`src/rtl/dc_pkg.sv`:
```
package dc_pkg;
  localparam int unsigned WORD_W = 16;

  typedef enum logic [1:0] {
    ST_IDLE  = 2'd0,
    ST_CONV  = 2'd1,
    ST_ARMED = 2'd2,
    ST_SHIFT = 2'd3
  } dc_state_e;
endpackage

```
`src/rtl/dc_pin_sampler.sv`:
```
// Keeps the previous sample of each strobe pin so that edges can be found.
module dc_pin_sampler #(
  parameter int unsigned N = 2
) (
  input  logic         clk,
  input  logic         rst_n,
  input  logic [N-1:0] pin,
  output logic [N-1:0] prev
);
  for (genvar g = 0; g < N; g++) begin : g_pin
    always_ff @(posedge clk) begin
      if (!rst_n) prev[g] <= 1'b0;
      else        prev[g] <= pin[g];
    end
  end
endmodule

```
`src/rtl/dc_ctrl.sv`:
```
// Mode selection, conversion, ready slot and readback sequencing.
module dc_ctrl
  import dc_pkg::*;
(
  input  logic      clk,
  input  logic      rst_n,
  input  logic      cnv,
  input  logic      cnv_prev,
  input  logic      sck,
  input  logic      sck_prev,
  input  logic      res_valid,
  output logic      res_ready,
  output logic      load,
  output logic      shift,
  output dc_state_e state
);
  logic      cnv_rise;
  logic      sck_fall;
  dc_state_e state_d;

  assign cnv_rise  = cnv & ~cnv_prev;
  assign sck_fall  = sck_prev & ~sck;
  assign res_ready = (state == ST_CONV) & cnv;
  assign load      = res_valid & res_ready;
  assign shift     = (state == ST_SHIFT) & cnv & sck_fall;

  always_comb begin
    state_d = state;
    if (!cnv) begin
      state_d = ST_IDLE;
    end else begin
      unique case (state)
        ST_IDLE:  if (cnv_rise && sck) state_d = ST_CONV;
        ST_CONV:  if (load)            state_d = ST_ARMED;
        ST_ARMED: if (sck_fall)        state_d = ST_SHIFT;
        ST_SHIFT: state_d = ST_SHIFT;
        default:  state_d = ST_IDLE;
      endcase
    end
  end

  always_ff @(posedge clk) begin
    if (!rst_n) state <= ST_IDLE;
    else        state <= state_d;
  end
endmodule

```
`src/rtl/dc_shifter.sv`:
```
// Result register: parallel load, serial shift toward the MSB with sdi entering at bit 0.
module dc_shifter #(
  parameter int unsigned W = 16
) (
  input  logic         clk,
  input  logic         rst_n,
  input  logic         load,
  input  logic [W-1:0] din,
  input  logic         shift,
  input  logic         sin,
  output logic         msb,
  output logic [W-1:0] word
);
  always_ff @(posedge clk) begin
    if (!rst_n)     word <= '0;
    else if (load)  word <= din;
    else if (shift) word <= {word[W-2:0], sin};
  end
  assign msb = word[W-1];
endmodule

```
`src/rtl/dchain_port.sv`:
```
module dchain_port
  import dc_pkg::*;
(
  input  logic              clk,
  input  logic              rst_n,
  input  logic              cnv,
  input  logic              sck,
  input  logic              sdi,
  output logic              sdo,
  input  logic              res_valid,
  output logic              res_ready,
  input  logic [WORD_W-1:0] res_data
);
  localparam int unsigned PIN_N = 2;
  localparam int unsigned IDX_SCK = 0;
  localparam int unsigned IDX_CNV = 1;

  logic [PIN_N-1:0] pin_prev;
  logic             load_w;
  logic             shift_w;
  logic             msb_w;
  logic [WORD_W-1:0] word_q;
  dc_state_e        state_w;

  dc_pin_sampler #(.N(PIN_N)) u_sampler (
    .clk  (clk),
    .rst_n(rst_n),
    .pin  ({cnv, sck}),
    .prev (pin_prev)
  );

  dc_ctrl u_ctrl (
    .clk      (clk),
    .rst_n    (rst_n),
    .cnv      (cnv),
    .cnv_prev (pin_prev[IDX_CNV]),
    .sck      (sck),
    .sck_prev (pin_prev[IDX_SCK]),
    .res_valid(res_valid),
    .res_ready(res_ready),
    .load     (load_w),
    .shift    (shift_w),
    .state    (state_w)
  );

  dc_shifter #(.W(WORD_W)) u_shift (
    .clk  (clk),
    .rst_n(rst_n),
    .load (load_w),
    .din  (res_data),
    .shift(shift_w),
    .sin  (sdi),
    .msb  (msb_w),
    .word (word_q)
  );

  always_comb begin
    unique case (state_w)
      ST_ARMED: sdo = sdi;
      ST_SHIFT: sdo = msb_w;
      default:  sdo = 1'b0;
    endcase
  end
endmodule

```
`config.mk`:
```
export PLATFORM = sky130hd
export DESIGN_NAME = dchain_port
export DESIGN_NICKNAME = d
export VERILOG_FILES = /design/src/rtl/dc_pkg.sv /design/src/rtl/dc_pin_sampler.sv /design/src/rtl/dc_ctrl.sv /design/src/rtl/dc_shifter.sv /design/src/rtl/dchain_port.sv
export SDC_FILE = /design/constraint.sdc
export NUM_CORES = 1
export LEC_CHECK = 0
export BUFFER_PORTS_ARGS = -buffer_cell sky130_fd_sc_hd__buf_2
export CORE_ASPECT_RATIO = 1.4
export CORE_MARGIN = 2
export CORE_UTILIZATION = 30
export CTS_BUF_LIST = sky130_fd_sc_hd__clkbuf_4
export CTS_CLUSTER_SIZE = 12
export DETAILED_ROUTE_END_ITERATION = 7
export REMOVE_ABC_BUFFERS = 1
export SYNTH_ARGS = -nofsm -noshare
export SYNTH_HDL_FRONTEND = slang
export SYNTH_SLANG_ARGS = --single-unit
```
`constraint.sdc`:
```
create_clock -name clk -period 2.21 [get_ports clk]
set_input_delay 0 -clock clk [delete_from_list [all_inputs] [get_ports clk]]
set_output_delay 0 -clock clk [all_outputs]
set_load 0.02 [all_outputs]
```
==> out/results.md <==
| Item | This run | Unit |
|---|---|---|
| Instance count of the mapped netlist | 98 | - |
| Count of clock tree sinks | 20 | - |
| Number of flops mapped to enable cells by yosys | 0 | - |
| Clock Skews | 4.63 | ps |
| Wire length of the first global-routing pass | 3880 | microns |
| Number of buffers added by the clock tree synthesis step | 3 | - |
| Chip Width | 52.3 | microns |
| Number of antenna violations at the first check in global routing | 0 | - |
| Top FF cell, synth | dfxtp_1 | - |
| Synth Area in Adders | 0 | - |
| Number of instances resized during post-cts repair | 0 | - |
| Clock period minus worst slack | 1540 | ps |
| Worst EP arrival | 1540 | ps |
| HPWL reported at the end of detailed placement | 1530 | microns |
| Overall Power | 0.000604 | W |
| Period utilization | 0.697 | - |
| Overall die height | 71.7 | microns |
| Class of the tightest hold or removal check | in -> reg | - |
| Worst reg2reg path startpoint | u_ctrl.state[0]$_SDFFE_PN0P_ | - |
| Initial Utilization | 0.314 | - |
| Tot GR Track Use | 0.137 | - |
| Drt first pass iters | 4 | - |
| Number of unique standard cell types used by synthesis | 24 | - |
| Complex-gate fraction of the synthesized area | 0.394 | - |
| Num rows | 24 | - |
| Synthesized cell area | 981 | sq um |
| Design internal power | 0.000467 | W |
| Total routed wirelength | 2370 | microns |
| Aggregate global routing overflow | 0 | - |
| Cell at the root of the clock tree | clkbuf_4 | - |
| Number of global-route vias before repair | 856 | - |
| Fraction of the yosys area taken by sequential cells | 0.408 | - |
| Depth of the most critical reg-to-reg path | 3 | - |
| Later-pin clock latency in the skew report | 310 | ps |
| Xor and xnor fraction of the mapped netlist area | 0 | - |
| Slew Limit Fails | 0 | - |
| Clock-pin slew on the worst setup and hold paths | 110 | ps |
| Largest fanout of any net on the critical path | 17 | - |
| Number of cells on the worst hold path | 3 | - |
| RSZ-0062 raised after global routing | no | - |
| Post-route DRC violation count | 0 | - |
| Maximum capacitance violations | 0 | - |
| Reg-to-reg setup timing slack | 710 | ps |
| Hold path startpoint | res_data[8] | - |
| Power per Cell Area | 497 | nW/um^2 |
| Placeable core region | 3120 | sq um |
| TritonCTS clock tree | yes | - |
| Setup Buffers After CTS | 0 | - |
| Simple-gate share of the synthesized area | 0.0893 | - |
| Mean cell area of the mapped netlist | 10.0 | sq um |
| Share of cell area taken by muxes after synthesis | 0.0102 | - |
| Reg2Reg Capture Point | u_shift.word[8]$_SDFFE_PN0P_ | - |
| Switching share of power | 0.227 | - |
| Drt via density | 5.55 | - |
| Ratio of cells with drive above 1 in the final layout | 0.214 | - |
| Peak clock frequency supported by timing | 0.649 | GHz |
| WS Path Type | reg -> out | - |
| Crit path capture type | primary output | - |
| Die Area | 3750 | sq um |
| Count of synthesis-stage warnings from yosys | 0 | - |
| Startpoint class of the critical path | register | - |
| Required time reported for the critical path endpoint | 2210 | ps |
| Worst-case hold slack | -1.65 | ps |
| Maximum number of pins on one net before global-route repair | 19 | - |
| Number of storage elements in the synthesis netlist | 20 | - |
| Power share of the clock group | 0.286 | - |
| Count of H-tree levels built during CTS | 1 | - |
| IR drop worst, VDD | 294 | uV |
| Async set-or-reset flop fraction in the synthesized netlist | 0 | - |
| Outcome | complete, but fails checks | - |
| Number of primary I/O pins | 24 | - |
| Count of input and output buffers | 23 | - |
| Main combinational cell family by area after synthesis | compound AO/OA/AOI/OAI gates | - |
| Total Nets Final | 150 | - |
| Final number of hold-violating endpoints | 3 | - |
| Setup Total Neg Slack | 0 | ps |
| Antenna-violating nets left | 0 | - |
| Destination of the worst hold path | u_shift.word[8]$_SDFFE_PN0P_ | - |
| Fraction of power consumed by sequential logic | 0.609 | - |
| DR vias | 915 | - |
| Switching Power | 0.000137 | W |
| Area grow syn2layout | 23.9 | % |
| Portion of total power attributed to combinational logic | 0.105 | - |
| Number of buffers on the longest clock path | 2 | - |
| Final GP Congestion | 0.753 | - |
| Number of endpoints failing setup at the final stage | 0 | - |
| Worst Max-Slew Pin Slew | 668 | ps |
| DRC marker count from the first detailed-route iteration | 28 | - |
| N_diodes | 0 | - |
| Final core occ | 0.389 | - |
| Violated checks | hold timing | - |
| Average wire per standard cell | 14.3 | microns |
| Leak | 0.432 | nW |
| Worst slew margin | 0.554 | - |
power groups by stage:
stage | logic [W] | registers [W] | clock network, W
final | 0.0000632 | 0.000368 | 0.000173
after detailed placement | 0.0000441 | 0.000377 | 0
after global routing | 0.0000701 | 0.000369 | 0.000191
after CTS | 0.0000636 | 0.000368 | 0.000177
after global placement | 0.0000434 | 0.000376 | 0
after floorplan | 0.0000162 | 0.000376 | 0
worst max-delay path by stage:
stage | from | slack (ps) | to | depth (start not counted)
2_1_floorplan | u_ctrl.state[1]$_SDFFE_PN0P_ | 1030 | u_shift.word[15]$_SDFFE_PN0P_ | 3
3_3_place_gp | u_ctrl.state[0]$_SDFFE_PN0P_ | 800 | u_shift.word[15]$_SDFFE_PN0P_ | 3
3_5_place_dp | u_ctrl.state[1]$_SDFFE_PN0P_ | 720 | u_shift.word[8]$_SDFFE_PN0P_ | 3
4_1_cts | u_ctrl.state[0]$_SDFFE_PN0P_ | 680 | res_ready | 3
5_1_grt | u_ctrl.state[0]$_SDFFE_PN0P_ | 530 | res_ready | 3
6_report | u_ctrl.state[0]$_SDFFE_PN0P_ | 670 | res_ready | 3
stage by stage:
step           setup WS, ps  cell area [sq um]  instances  hold WS, ps
2_1_floorplan          1030                888         86          122
3_3_place_gp            797               1050        148          251
3_5_place_dp            717               1050        148          247
4_1_cts                 681               1210        165         3.77
5_1_grt                 525               1210        165         13.2
6_report                669               1210        165        -1.65
routing by layer:
layer,vias to the layer above,routed length [microns],track usage
li1,449,-,-
met1,440,1050,0.168
met2,21,1160,0.226
met3,5,88,0.0167
met4,0,60,0.0769
met5,-,0,0
layout make-up:
class,instances,area (sq um)
multi-input combinational,65,484
tap,39,48.8
clock buffer,3,22.5
timing repair buffer,37,255
inverter,1,3.75
sequential,20,400
fill,328,1910
cell families after synthesis:
family	after synthesis
DFF	20
and+or+nand+nor	14
buffers and inverters	13
AOI/OAI and AO/OA	50
muxes	1
cells in the mapped netlist (2+ instances only):
library cell / number / area, sq um
buf_2: 5 / 25.0
buf_6: 5 / 56.3
a32oi_1: 15 / 131
dfxtp_1: 20 / 400
o21ai_0: 2 / 10.0
a21boi_1: 8 / 60.1
nor2_1: 4 / 15.0
a21boi_0: 7 / 52.6
nand2_1: 2 / 7.51
and2_1: 2 / 12.5
o211ai_1: 15 / 113
cell usage in the layout (no fill, tap or decap), types with 2 or more instances in the layout:
cell           count
a21boi_1           8
and2_1             2
dlygate4sd3_1     14
o21ai_0            2
a32oi_1           15
o211ai_1          15
nor2_1             4
a21boi_0           7
dfxtp_1           20
clkbuf_4           3
nand2_1            2
buf_2             23
flip-flops by register name, indices dropped and copies added, names as in the netlist:
register	count
u_shift.word	16
u_ctrl.state	2
u_sampler.prev	2
what timing repair did:
item                                    CTS  global route
endpoints found under the hold margin    14             0
hold buffers                             14             0
endpoints found under the setup margin    0             0
critical path: stages (launching register included):
cell and delay [ps]:
dfxtp_1 440, nand2_1 400, nor2_1 200, buf_2 190
No activity file was read; power rests on OpenSTA's default activity.
